===== src/rtl/rf_pulse_pkg.sv =====
package rf_pulse_pkg;

  typedef enum logic [1:0] {
    PH_CENTRE = 2'b00,
    PH_LATE   = 2'b01,
    PH_RSVD   = 2'b10,
    PH_EARLY  = 2'b11
  } phase_e;

endpackage


===== src/rtl/rf_period_shaper.sv =====
module rf_period_shaper
  import rf_pulse_pkg::*;
#(
  parameter int SLOTS    = 8,
  parameter int WBITS    = 3,
  parameter int MAX_HIGH = 3
) (
  input  logic [WBITS-1:0] width_code,
  input  logic [1:0]       phase_code,
  output logic [SLOTS-1:0] period_bits,
  output logic             clipped
);

  localparam int IW = $clog2(SLOTS) + 2;

  logic [IW-1:0] eff_w;
  logic [IW-1:0] start_c;
  phase_e        ph;

  always_comb begin
    ph      = phase_e'(phase_code);
    clipped = (width_code > WBITS'(MAX_HIGH));
    eff_w   = clipped ? IW'(MAX_HIGH) : IW'(width_code);
    start_c = IW'(SLOTS / 2) - ((eff_w + IW'(1)) >> 1);
    case (ph)
      PH_EARLY: start_c = start_c - IW'(1);
      PH_LATE:  start_c = start_c + IW'(1);
      default:  start_c = start_c;
    endcase
  end

  for (genvar k = 0; k < SLOTS; k++) begin : g_slot
    localparam logic [IW-1:0] KPOS = IW'(k);
    assign period_bits[SLOTS-1-k] = (eff_w != '0) &&
                                    (KPOS >= start_c) &&
                                    (KPOS < start_c + eff_w);
  end

endmodule


===== src/rtl/rf_pair_packer.sv =====
module rf_pair_packer #(
  parameter int SLOTS   = 8,
  parameter int PERIODS = 2
) (
  input  logic                     clk,
  input  logic                     rst_n,
  input  logic                     in_valid,
  input  logic [SLOTS-1:0]         in_bits,
  output logic [SLOTS*PERIODS-1:0] word,
  output logic                     word_valid
);

  localparam int CW   = (PERIODS > 2) ? $clog2(PERIODS) : 1;
  localparam int HOLD = SLOTS * (PERIODS - 1);

  logic [CW-1:0]              cnt_q, cnt_d;
  logic [HOLD-1:0]            held_q, held_d;
  logic [SLOTS*PERIODS-1:0]   word_q, word_d;
  logic                       wv_q, wv_d;
  logic                       last_slot;

  always_comb begin
    last_slot = (cnt_q == CW'(PERIODS - 1));
    cnt_d     = cnt_q;
    held_d    = held_q;
    word_d    = word_q;
    wv_d      = 1'b0;
    if (in_valid) begin
      if (last_slot) begin
        word_d = {held_q, in_bits};
        wv_d   = 1'b1;
        cnt_d  = '0;
      end else begin
        if (PERIODS > 2) held_d = HOLD'({held_q, in_bits});
        else             held_d = HOLD'(in_bits);
        cnt_d  = cnt_q + CW'(1);
      end
    end
  end

  always_ff @(posedge clk or negedge rst_n) begin
    if (!rst_n) begin
      cnt_q  <= '0;
      held_q <= '0;
      word_q <= '0;
      wv_q   <= 1'b0;
    end else begin
      cnt_q  <= cnt_d;
      held_q <= held_d;
      word_q <= word_d;
      wv_q   <= wv_d;
    end
  end

  assign word       = word_q;
  assign word_valid = wv_q;


  wv_follows_accept_chk: assert property (@(posedge clk) disable iff (!rst_n)
    word_valid |-> $past(in_valid));


  wv_single_pulse_chk: assert property (@(posedge clk) disable iff (!rst_n)
    word_valid |=> !word_valid);


  word_hold_chk: assert property (@(posedge clk) disable iff (!rst_n)
    !word_valid |-> $stable(word));

endmodule


===== src/rtl/rf_pulse_slot_gen.sv =====
module rf_pulse_slot_gen #(
  parameter int SLOTS    = 8,
  parameter int PERIODS  = 2,
  parameter int WBITS    = 3,
  parameter int MAX_HIGH = 3
) (
  input  logic                     clk,
  input  logic                     rst_n,
  input  logic                     ctrl_valid,
  input  logic [WBITS-1:0]         width_code,
  input  logic [1:0]               phase_code,
  output logic [SLOTS*PERIODS-1:0] slot_word,
  output logic                     word_valid,
  output logic                     width_sat
);

  logic [SLOTS-1:0] period_bits;
  logic             clipped;

  rf_period_shaper #(
    .SLOTS(SLOTS), .WBITS(WBITS), .MAX_HIGH(MAX_HIGH)
  ) u_shaper (
    .width_code (width_code),
    .phase_code (phase_code),
    .period_bits(period_bits),
    .clipped    (clipped)
  );

  rf_pair_packer #(
    .SLOTS(SLOTS), .PERIODS(PERIODS)
  ) u_packer (
    .clk       (clk),
    .rst_n     (rst_n),
    .in_valid  (ctrl_valid),
    .in_bits   (period_bits),
    .word      (slot_word),
    .word_valid(word_valid)
  );

  assign width_sat = ctrl_valid & clipped;


  high_slot_cap_chk: assert property (@(posedge clk) disable iff (!rst_n)
    ctrl_valid |-> ($countones(period_bits) <= MAX_HIGH));


  no_wrap_chk: assert property (@(posedge clk) disable iff (!rst_n)
    ctrl_valid |-> (!period_bits[SLOTS-1] && !period_bits[0]));


  zero_width_chk: assert property (@(posedge clk) disable iff (!rst_n)
    (ctrl_valid && width_code == '0) |-> (period_bits == '0));

endmodule


===== config.mk =====
export PLATFORM = sky130hd
export DESIGN_NAME = rf_pulse_slot_gen
export DESIGN_NICKNAME = d
export VERILOG_FILES = /design/src/rtl/rf_pulse_pkg.sv /design/src/rtl/rf_period_shaper.sv /design/src/rtl/rf_pair_packer.sv /design/src/rtl/rf_pulse_slot_gen.sv
export SDC_FILE = /design/constraint.sdc
export NUM_CORES = 1
export LEC_CHECK = 0
export BUFFER_PORTS_ARGS = -buffer_cell sky130_fd_sc_hd__buf_2
export CORE_MARGIN = 10
export CORE_UTILIZATION = 25
export DETAILED_ROUTE_END_ITERATION = 10
export GPL_TIMING_DRIVEN = 0
export HOLD_SLACK_MARGIN = 0.08
export SYNTH_ARGS = -nofsm -noshare
export SYNTH_HDL_FRONTEND = slang
export SYNTH_SLANG_ARGS = --single-unit

===== constraint.sdc =====
create_clock -name clk -period 1.7 [get_ports clk]
set_clock_uncertainty 0.2 [all_clocks]
set_input_delay 0.425 -clock clk [delete_from_list [all_inputs] [get_ports clk]]
set_output_delay 0.425 -clock clk [all_outputs]
set_load 0.01 [all_outputs]

==> reports/metrics.csv <==
metric,value,unit
ir_drop,498,uV
crit_fanout,6,
final_area,2140,um2
yosys.area.top_type,dfrtp_1,
crit_top_cell,ha_4,
die_y,98.1,um
clock_path_buffers,2,
ys.flop_type,dfrtp_1,
die-area,9620,um2
wl_met3,200,um
grt-ovfl-total,0,
dr_wl_met2,1.83,mm
synth_area_leaders,"dfrtp_1 (43%), ha_1 (7.4%), nand2_1 (6.2%)",
async_flop_share,1.00,
synth_edf_count,0,
arrival,3.32,ns
die_x,98.1,um
slew_headroom,0.616,
setup_ws,-1.62,ns
crit_path_start_kind,input pin,
cts_made_buffers,3,
gp_congestion,0.780,
initial_core_util,0.257,
yosysUniqueCellTypes,37,
drive_gt1_frac,0.423,
post-synth-top-area-fraction,0.427,
maxSlewViolCount,0,
wl_met1,1.55,mm
status,"complete, but fails checks",
dr.pass1.iters,4,
max_slew.worst_pin.slew,0.577,ns
max_freq,301,MHz
cap_violations,0,
io_pins,26,
synth.top_cells.by_count,"dfrtp_1 (26), nand2_1 (25), o21ai_1 (12)",
syn_to_final_growth,40.6,%
ys_ff_latch,26,
finalNetCount,221,
reg2reg_depth,3,
insertion_delay,0.27,ns
fin_util,0.362,
slowest_delay,0.26,ns
post-synth-top-count-cell,dfrtp_1,
routed_via_density,4.61,
hold_viol_final,0,
clk_pin_slew_worst_paths,0.08,ns
antenna_left,0,
hp-class,in2reg,
dpl-instance-area,1840,um2
grt_pass1_wl,6.10,mm
fp-row-count,28,
fin_crit_sh,1.95,
setup_viol,16,
drc_errors,0,
grt_pass1_vias,1304,
grt_max_degree,27,
coreArea,5920,um2
hold_depth,2,
violations,setup timing,
cts_root_buf,clkbuf_8,
ys_seq_area_frac,0.427,
netlist_instances,155,
critPathSlowestCell,or2_4,
antenna_found_initial,0,
routed_wl,3.64,mm
h-tree-depth,1,
portBuffers,24,
p_per_area,1310,nW/um2
cts.sinks,26,
synth_area,1520,um2
crit_chain,buf_6 -> or2_4 -> ha_4 -> inv_2 -> ha_4 -> inv_2 -> ha_4 -> inv_4 -> ha_4 -> xnor2_4 -> a21o_4 -> ha_4 -> xor2_2 -> buf_4 -> nand2_2 -> and3_4 -> a22oi_1 -> nand4_1 -> o21ai_1,
n_antenna_cell,0,
grt_setup_unrepaired,yes,
wl_per_cell,13.2,um
ys_warn_count,0,
synth.avg_cell_area,9.83,um2
fin_setup_tns,-24.47,ns
grtUsageTotal,0.0749,
path_class,in2reg,
vias,1273,
cp-end-kind,flop,
period_needed,3.32,ns
p_leak,0.00102,uW
hpwl,2.79,mm
required,1.70,ns
routed.top_layer,met4,
cts_tree,built,
drt-initial-drc-count,34,
==> layout by cell type, fill, tap and decap left out, types with 4 or more instances in the layout <==
| cell type | instances |
|---|---|
| or2_4 | 4 |
| a21oi_1 | 4 |
| nand2_1 | 23 |
| inv_1 | 4 |
| o21ai_1 | 12 |
| buf_4 | 16 |
| a21o_1 | 5 |
| nand4_1 | 4 |
| mux2_1 | 7 |
| inv_2 | 4 |
| buf_6 | 5 |
| dfrtp_1 | 26 |
| buf_2 | 21 |
| ha_4 | 6 |
==> area by class of cell <==
cell class	instances	area, um2
Buffer	5	27.5
Fill cell	603	3780
Timing Repair Buffer	42	280
Multi-Input combinational cell	116	1010
Inverter	9	36.3
Tap cell	75	93.8
Sequential cell	26	651
Clock buffer	3	41.3
==> worst paths after layout <==
| check | start | endpoint | slack, ns |
|---|---|---|---|
| worst max-delay path | width_code[1] | u_packer.held_q[2] | -1.62 |
| worst min-delay path | ctrl_valid | u_packer.cnt_q | 0.17 |
| worst max register to register | u_packer.cnt_q | u_packer.word[11] | 0.09 |
| worst min register to register | u_packer.cnt_q | u_packer.cnt_q | 0.28 |
| max in group asynchronous | rst_n | u_packer.word[1] | 0.44 |
| min in group asynchronous | rst_n | u_packer.word[8] | 0.48 |
==> stage by stage <==
step	setup slack [ns]	hold slack, ns	cells	total power, uW
6_report	-1.62	0.168	276	2810
5_1_grt	-1.78	0.182	276	3040
4_1_cts	-1.70	0.173	268	2690
3_5_place_dp	-2.13	0.256	255	2230
3_3_place_gp	-2.09	0.253	255	2190
2_1_floorplan	-1.82	-0.0706	156	1830
==> routing by layer <==
layer	track usage	up-vias
met4	0.0358	0
met5	0	-
li1	-	633
met3	0.0197	4
met2	0.127	29
met1	0.0853	607
==> cell families after synthesis <==
logic type	after synthesis	share of synthesized area
flops	26	0.427
mux	9	0.0657
compound gates	37	0.159
simple gates	53	0.190
xor+xnor	5	0.0287
other cells	1	0.00246
buf+inv	14	0.0394
fa+ha+maj	10	0.0870
==> timing repair <==
action / CTS / global route
setup buffers: 9 / 8
hold buffers: 1 / 0
endpoints found under the setup margin: 23 / 16
pin swaps: 23 / 19
resized for setup: 10 / 14
hold endpoints to repair: 26 / 0
==> flip-flops by register name, indices dropped and copies added (netlist names) <==
signal               cells
u_packer.word           16
u_packer.word_valid      1
u_packer.cnt_q           1
u_packer.held_q          8
==> power breakdown <==
part / switching [uW] / internal, uW / leakage [uW] / total (uW)
combinational: 768 / 708 / 0.000657 / 1480
clock: 184 / 159 / 0.0000216 / 343
sequential: 121 / 873 / 0.000340 / 994
total: 1070 / 1740 / 0.00102 / 2810
==> critical path: cells and delay by family <==
| kind | cells | cell delay, ns |
|---|---|---|
| fa+ha+maj | 5 | 1.04 |
| simple gates | 4 | 0.62 |
| compound gates | 3 | 0.54 |
| buf+inv | 5 | 0.39 |
| xor+xnor | 2 | 0.30 |
Power figures use the tool's default switching activity.
